[src/rtl/sar_seq_pkg.sv]
package sar_seq_pkg;
  typedef enum logic [1:0] {
    ST_IDLE = 2'd0,
    ST_SAMP = 2'd1,
    ST_CONV = 2'd2
  } sar_state_e;
endpackage

[src/rtl/sar_seq_ctrl.sv]
module sar_seq_ctrl
  import sar_seq_pkg::*;
#(
  parameter int WIDTH = 9
) (
  input  logic             clk_i,
  input  logic             rst_ni,
  input  logic             start_i,
  output logic             sample_o,
  output logic             conv_o,
  output logic             last_o,
  output logic [WIDTH-1:0] ptr_o
);
  localparam logic [WIDTH-1:0] MSB = {1'b1, {(WIDTH-1){1'b0}}};

  sar_state_e       state_q;
  logic [WIDTH-1:0] ptr_q;

  always_ff @(posedge clk_i or negedge rst_ni) begin
    if (!rst_ni) begin
      state_q <= ST_IDLE;
      ptr_q   <= '0;
    end else begin
      unique case (state_q)
        ST_IDLE: if (start_i) state_q <= ST_SAMP;
        ST_SAMP: begin
          state_q <= ST_CONV;
          ptr_q   <= MSB;
        end
        ST_CONV: begin
          if (ptr_q[0]) begin
            state_q <= ST_IDLE;
            ptr_q   <= '0;
          end else begin
            ptr_q <= ptr_q >> 1;
          end
        end
        default: state_q <= ST_IDLE;
      endcase
    end
  end

  assign sample_o = (state_q == ST_SAMP);
  assign conv_o   = (state_q == ST_CONV);
  assign last_o   = conv_o & ptr_q[0];
  assign ptr_o    = ptr_q;
endmodule

[src/rtl/sar_seq_sar.sv]
module sar_seq_sar #(
  parameter int WIDTH = 9
) (
  input  logic             clk_i,
  input  logic             rst_ni,
  input  logic             conv_i,
  input  logic             last_i,
  input  logic [WIDTH-1:0] ptr_i,
  input  logic             cmp_i,
  output logic [WIDTH-1:0] code_o,
  output logic [WIDTH-1:0] result_o,
  output logic             done_o
);
  localparam logic [WIDTH-1:0] MSB = {1'b1, {(WIDTH-1){1'b0}}};

  logic [WIDTH-1:0] code_q, res_q, decided, code_nxt;
  logic             done_q;

  // keep or drop the bit on trial, then arm the next lower one
  assign decided  = (code_q & ~ptr_i) | (cmp_i ? ptr_i : '0);
  assign code_nxt = last_i ? MSB : (decided | (ptr_i >> 1));

  always_ff @(posedge clk_i or negedge rst_ni) begin
    if (!rst_ni) begin
      code_q <= MSB;
      res_q  <= '0;
      done_q <= 1'b0;
    end else begin
      done_q <= 1'b0;
      if (conv_i) begin
        code_q <= code_nxt;
        if (last_i) begin
          res_q  <= decided;
          done_q <= 1'b1;
        end
      end else begin
        code_q <= MSB;
      end
    end
  end

  assign code_o   = code_q;
  assign result_o = res_q;
  assign done_o   = done_q;
endmodule

[src/rtl/sar_seq_drv.sv]
module sar_seq_drv #(
  parameter int WIDTH = 9
) (
  input  logic [WIDTH-1:0] code_i,
  output logic [WIDTH-1:0] swp_o,
  output logic [WIDTH-1:0] swn_o
);
  for (genvar i = 0; i < WIDTH; i++) begin : g_bank
    assign swp_o[i] = code_i[i];
    assign swn_o[i] = ~code_i[i];
  end
endmodule

[src/rtl/sar_seq.sv]
module sar_seq #(
  parameter int WIDTH = 9
) (
  input  logic             clk_i,
  input  logic             rst_ni,
  input  logic             start_i,
  input  logic             cmp_i,
  output logic             sample_o,
  output logic [WIDTH-1:0] swp_o,
  output logic [WIDTH-1:0] swn_o,
  output logic             done_o,
  output logic [WIDTH-1:0] result_o
);
  logic             conv, last;
  logic [WIDTH-1:0] ptr, code;

  sar_seq_ctrl #(.WIDTH(WIDTH)) u_ctrl (
    .clk_i   (clk_i),
    .rst_ni  (rst_ni),
    .start_i (start_i),
    .sample_o(sample_o),
    .conv_o  (conv),
    .last_o  (last),
    .ptr_o   (ptr)
  );

  sar_seq_sar #(.WIDTH(WIDTH)) u_sar (
    .clk_i   (clk_i),
    .rst_ni  (rst_ni),
    .conv_i  (conv),
    .last_i  (last),
    .ptr_i   (ptr),
    .cmp_i   (cmp_i),
    .code_o  (code),
    .result_o(result_o),
    .done_o  (done_o)
  );

  sar_seq_drv #(.WIDTH(WIDTH)) u_drv (
    .code_i(code),
    .swp_o (swp_o),
    .swn_o (swn_o)
  );
endmodule

[config.mk]
export PLATFORM = sky130hd
export DESIGN_NAME = sar_seq
export DESIGN_NICKNAME = d
export VERILOG_FILES = /design/src/rtl/sar_seq_pkg.sv /design/src/rtl/sar_seq_ctrl.sv /design/src/rtl/sar_seq_sar.sv /design/src/rtl/sar_seq_drv.sv /design/src/rtl/sar_seq.sv
export SDC_FILE = /design/constraint.sdc
export NUM_CORES = 1
export LEC_CHECK = 0
export BUFFER_PORTS_ARGS = -buffer_cell sky130_fd_sc_hd__buf_2
export CORE_MARGIN = 3
export CORE_UTILIZATION = 30
export DETAILED_ROUTE_END_ITERATION = 8
export GPL_ROUTABILITY_DRIVEN = 0
export REMOVE_ABC_BUFFERS = 1
export SLEW_MARGIN = 10
export SYNTH_ARGS = -nofsm -noshare
export SYNTH_HDL_FRONTEND = slang
export SYNTH_SLANG_ARGS = --single-unit
export TNS_END_PERCENT = 10
[constraint.sdc]
create_clock -name clk_i -period 2.05 [get_ports clk_i]
set_clock_uncertainty 0.2 [all_clocks]
set_input_delay 0.1025 -clock clk_i [delete_from_list [all_inputs] [get_ports clk_i]]
set_output_delay 0.1025 -clock clk_i [all_outputs]
set_load 0.05 [all_outputs]
==> reports/results.txt, run 1 <==
vias in the first global route -> 945
final hold slack -> 0.03977 ns
max-cap violations -> 0
antenna violations before repair -> 0
htree depth -> 2
final core utilization -> 38.51%
worst-path maximum fanout -> 10
Adder-Cell Fraction of Synth Area -> 2.953%
CP Launch Type -> register
reg2reg setup slack -> 0.31 ns
RSZ-0062 raised after global routing -> false
die area -> 0.005055 mm^2
Final setup viols -> 0
post-synthesis mux area share -> 9.449%
setup TNS -> 0 ns
Final ANT Viol Nets -> 0
average wire per cell in the routed design -> 12.55 um
Syn. warnings -> 0
post-synthesis sequential area ratio -> 59.15%
P&R area growth vs syn -> 22.93%
final-report max-slew violation count -> 0
Simple-Gate Fraction of Synth Area -> 6.102%
Root Driver -> clkbuf_8
final worst slack -> 0.3111 ns
n_diodes -> 0
Syn Area/Cell -> 10.77 um^2
status -> finished clean
Clock Latency Late Sink -> 0.27 ns
Syn Std Cell Area -> 0.001271 mm^2
Synth Instances -> 118
Pleak -> 0.7018 nW
clock slew at reported path FFs -> 0.06 ns
CTS buffer count -> 5
first-pass GRT wire length -> 4443 um
#FFs+latches synth -> 30
slowest CP cell -> dfrtp_1
Pre-antenna DRT Iters -> 4
top cells by area, synth -> dfrtp_1 (57%), a21oi_1 (7.1%), mux2i_1 (7.1%)
DP HPWL -> 1841 um
x dimension of the die -> 71.10 um
Initial Util -> 31.33%
CTS tree -> yes
PD cells -> 1094 mW/mm^2
Hold Fails Final Rpt -> 0
xor/xnor cell area share of the yosys netlist -> 0%
IO Port Bufs -> 32
Final nets -> 162
Worst Hold Class -> in2reg
ordered cell list for the critical path -> inv_1 -> ha_1 -> and2_1 -> buf_4 -> nor2_1 -> a21oi_1
Pint -> 0.001070 W
slew margin rel. -> 56.37%
largest net degree at the start of global routing -> 31
post-synth top area cell -> dfrtp_1
DR iter-0 viols -> 29
layout cell share with drive strength beyond 1 -> 29.22%
most frequent cells in the layout -> buf_2 (32), dfrtp_1 (29), inv_1 (21), a21oi_1 (18), mux2i_1 (9)
GRT Residual Overflow -> 0
worst path arrival time -> 1.74 ns
total setup buffers inserted after CTS -> 0
slowest cell delay on critical path -> 0.40 ns
main combinational cell family by area after synthesis -> compound AO/OA/AOI/OAI gates
# IOs -> 33
GRT Total Usage -> 11.38%
# clock sinks -> 30
row cnt -> 23
Distinct cells, synth -> 18
vias per cell -> 4.466
min cycle time layout -> 1.739 ns
DR vias -> 911
total power -> 0.001710 W
commonest non-fill, non-tap cell in the layout -> buf_2
Sequential Power Share -> 40.2%
Critical Path RT -> 2.05 ns
clock network power share -> 26.4%
drc violations -> 0
Slew @ Worst Pin -> 0.6545 ns
Core Area -> 0.004058 mm^2
Die Y-Extent -> 71.10 um
Max Clk Rate -> 575.1 MHz
Compound-Gate Fraction of Synth Area -> 11.71%
crit path kind -> reg2reg
Logic pwr share -> 33.4%
Tcrit/Tclk final -> 84.83%
Setup WS pre-CTS -> 0.3441 ns
Sw Ratio -> 37.43%
Detailed Route WL -> 2561 um
Yosys top cell area share -> 57.09%
Psw -> 0.0006398 W
crit end category -> register
Max Root-Sink Buffers -> 2
maximum VDD drop -> 769.3 uV
## power groups by stage
stage	sequential [W]	clock, W	combinational [W]
6_report	0.000688	0.000451	0.000571
5_1_grt	0.000697	0.000497	0.000630
4_1_cts	0.000688	0.000471	0.000572
3_5_place_dp	0.000697	0	0.000568
3_3_place_gp	0.000694	0	0.000560
2_1_floorplan	0.000749	0	0.000363
## synthesized netlist by cell type
library cell  instances
dfrtp_1              29
inv_1                21
a21oi_1              18
mux2i_1               9
nand2_1               8
nor2_1                8
o22ai_1               8
buf_2                 3
ha_1                  3
buf_6                 2
mux2_4                2
and2_1                1
buf_8                 1
clkbuf_1              1
dfstp_2               1
nand2b_1              1
nand3_1               1
o21ai_2               1
## kinds of logic after synthesis
family          count (synthesis)
simple gates                   19
compound gates                 27
buf+inv                        28
fa+ha+maj                       3
flops                          30
mux                            11
## final cells by class
type,count,area (um^2)
multi-input combinational,60,384.1
fill,388,2495
inverter,21,78.83
timing repair buffer,37,202.7
sequential,30,752.0
tap,50,62.56
clock buffer,6,82.58
## registers in the layout, summed over array words and instances (netlist names)
signal and cells:
u_sar.result_o 9, u_ctrl.ptr_o 9, u_sar.done_o 1, u_sar.code_o 9, u_ctrl.state_q 2
## final timing paths
check                             startpoint                 to  cells after the start
max                        u_ctrl.state_q[0]  u_sar.result_o[1]                      6
max reg2reg                u_ctrl.state_q[0]  u_sar.result_o[1]                      6
min in group asynchronous             rst_ni    u_sar.code_o[7]                      2
min reg2reg                  u_ctrl.ptr_o[0]    u_sar.code_o[8]                      2
min                                    cmp_i  u_sar.result_o[0]                      2
max in group asynchronous             rst_ni    u_sar.code_o[1]                      2
## layer usage
| metal | global-route usage [%] | vias up | share of wire, % |
|---|---|---|---|
| met3 | 3.409 | 7 | 6.2 |
| met4 | 6.263 | 0 | 2.4 |
| met5 | 0 | - | 0 |
| met1 | 14.40 | 433 | 47 |
| li1 | - | 446 | - |
| met2 | 17.40 | 25 | 45 |
## stage by stage
step                cell area [um^2]  instances
floorplan                       1215        111
global placement                1460        196
detailed placement              1460        196
CTS                             1563        204
global route                    1563        204
finish                          1563        204
## repair_timing
| item | CTS | global route |
|---|---|---|
| hold buffers | 2 | 0 |
| hold endpoints to repair | 31 | 0 |
| resized for setup | 0 | 0 |
| endpoints found under the setup margin | 0 | 0 |
## worst max-delay path: cells and delay by family, from the launching register on
kind	cells	cell delay (ns)
AOI/OAI and AO/OA	1	0.12
and+or+nand+nor	2	0.40
adders and majority gates	1	0.21
buffers and inverters	2	0.32
DFF	1	0.40
No activity file was read; power rests on OpenSTA's default activity.
==> inputs of run 2 (changes only) <==
- clock period: 2.05 -> 1.5 ns (I/O delays scaled with it)
==> reports/results.txt, run 2 (synthesis gave the netlist of run 1 again) <==
crit path kind -> reg2out (was reg2reg)
Critical Path RT -> 1.22 ns (was 2.05 ns)
IO Port Bufs -> 32 (unchanged)
Die Y-Extent -> 71.10 um (unchanged)
DP HPWL -> 1904 um (was 1841 um)
RSZ-0062 raised after global routing -> true (was false)
fillers -> 397 (was 388)
setup TNS -> 0 ns (unchanged)
P&R area growth vs syn -> 32.09% (was 22.93%)
antenna violations before repair -> 0 (unchanged)
max-cap violations -> 0 (unchanged)
worst path arrival time -> 1.20 ns (was 1.74 ns)
Storage cell area -> 752.0 um^2 (unchanged)
CTS tree -> yes (unchanged)
area used by multi-input combinational logic -> 419.2 um^2 (was 384.1 um^2)
htree depth -> 2 (unchanged)
Final ANT Viol Nets -> 0 (unchanged)
Root Driver -> clkbuf_8 (unchanged)
Final setup viols -> 0 (unchanged)
first-pass GRT wire length -> 4547 um (was 4443 um)
vias per cell -> 4.512 (was 4.466)
Clock Latency Late Sink -> 0.28 ns (was 0.27 ns)
CP Launch Type -> register (unchanged)
reg2reg setup slack -> 0.06 ns (was 0.31 ns)
die area -> 0.005055 mm^2 (unchanged)
status -> finished clean (unchanged)
Slew @ Worst Pin -> 0.6489 ns (was 0.6545 ns)
most frequent cells in the layout -> buf_2 (31), dfrtp_1 (29), inv_1 (18), a21oi_1 (18) (was buf_2 (32), dfrtp_1 (29), inv_1 (21), a21oi_1 (18), mux2i_1 (9))
GRT Total Usage -> 11.65% (was 11.38%)
drc violations -> 0 (unchanged)
worst hold path endpoint -> u_sar.result_o[0] (unchanged)
largest net degree at the start of global routing -> 31 (unchanged)
reg2reg end -> u_sar.result_o[0] (was u_sar.result_o[1])
final-report max-slew violation count -> 0 (unchanged)
Final nets -> 168 (was 162)
Worst Hold Class -> in2reg (unchanged)
layout cell share with drive strength beyond 1 -> 36.65% (was 29.22%)
depth of the worst hold-timing path -> 2 (unchanged)
Initial Util -> 31.33% (unchanged)
Setup WS pre-CTS -> 0.007556 ns (was 0.3441 ns)
crit end category -> output pin (was register)
Detailed Route WL -> 2628 um (was 2561 um)
GR peak layer -> met2 (unchanged)
R2R depth -> 4 (was 6)
clock slew at reported path FFs -> 0.06 ns (about the same)
# IOs -> 33 (unchanged)
final worst slack -> 0.02514 ns (was 0.3111 ns)
DR iter-0 viols -> 10 (was 29)
row cnt -> 23 (unchanged)
worst r2r src -> u_ctrl.state_q[0] (unchanged)
min cycle time layout -> 1.475 ns
vias in the first global route -> 998 (was 945)
# clock sinks -> 30 (unchanged)
Core Area -> 0.004058 mm^2 (unchanged)
Max Clk Rate -> 678.0 MHz
n_diodes -> 0 (unchanged)
worst-path maximum fanout -> 2 (was 10)
Hold Startpoint -> cmp_i (unchanged)
DR vias -> 952 (was 911)
M2 GR Usage -> 18.74% (was 17.40%)
Pleak -> 0.7501 nW (was 0.7018 nW)
met3 usage -> 2.841% (was 3.409%)
commonest non-fill, non-tap cell in the layout -> buf_2 (unchanged)
Max Root-Sink Buffers -> 2 (unchanged)
Pre-antenna DRT Iters -> 4 (unchanged)
x dimension of the die -> 71.10 um (unchanged)
Tcrit/Tclk final -> 98.32%
maximum VDD drop -> 1184 uV (was 769.3 uV)
CTS buffer count -> 5 (unchanged)
slew margin rel. -> 56.74% (was 56.37%)
met1 Use GR -> 13.86% (was 14.40%)
Hold Fails Final Rpt -> 0 (unchanged)
PD cells -> 1617 mW/mm^2 (was 1094 mW/mm^2)
GRT Residual Overflow -> 0 (unchanged)
average wire per cell in the routed design -> 12.45 um (was 12.55 um)
run 2: cell types whose count changed in the layout (fill, tap and decap cells not counted):
cell	change
and2_1	-1
and2_4	+1
buf_2	-1
buf_4	+6
buf_6	+1
bufinv_16	+1
ha_1	-2
ha_4	+2
inv_1	-3
inv_2	+3
nand2b_1	-1
nand2b_4	+1
run 2: how the worst max path moves through the flow:
| stage | from | end | cells past startpoint |
|---|---|---|---|
| after floorplan | u_ctrl.state_q[0] | u_ctrl.state_q[1] | 5 |
| after global placement | u_ctrl.state_q[0] | u_sar.result_o[0] | 4 |
| after detailed placement | u_ctrl.state_q[0] | u_sar.result_o[1] | 6 |
| after CTS | u_ctrl.state_q[0] | sample_o | 3 |
| after global routing | u_ctrl.state_q[1] | u_ctrl.state_q[1] | 5 |
| final | u_ctrl.state_q[0] | sample_o | 3 |
run 2: power by group:
part	switching [W]	total (W)	internal [W]
Clock	0.000280	0.000811	0.000530
Combinational	0.000600	0.000959	0.000359
Sequential	0.0000613	0.000945	0.000884
run 2: per-stage QoR:
stage,total power (W),std cells,util [%],cell area [um^2],hold slack [ns]
6_report,0.002715,211,41.38,1679,0.01126
5_1_grt,0.002866,211,41.38,1679,0.03289
4_1_cts,0.002636,210,40.30,1635,0.01036
3_5_place_dp,0.001800,201,36.91,1498,-0.05562
3_3_place_gp,0.001777,201,36.91,1498,-0.07193
2_1_floorplan,0.001520,111,-,1215,-0.4206
run 2: layout make-up:
type                    instances  area share (%)
multi-input cells              60           24.96
flip-flops and latches         30           44.78
repair buffers                 43           15.13
clock buffers                   6           4.918
inverters                      21           4.694
well taps                      50           3.726
clock inverters                 1           1.788
run 2: worst max-delay path: stages (launching register included):
cell and delay, ns:
dfrtp_1 0.39, buf_4 0.15, ha_1 0.22, buf_6 0.16
run 2: repair_timing:
action | CTS | global route
setup buffers | 0 | 1
endpoints found under the setup margin | 2 | 22
resized for setup | 2 | 9
endpoints found under the hold margin | 31 | 0
pin swaps | 0 | 1
hold buffers | 2 | 0
run 2: layer usage:
layer  vias to the layer above  share of wire, %
li1                        463                 -
met3                         4               4.9
met4                         0               1.8
met5                         -                 0
met2                        23                51
met1                       462                42
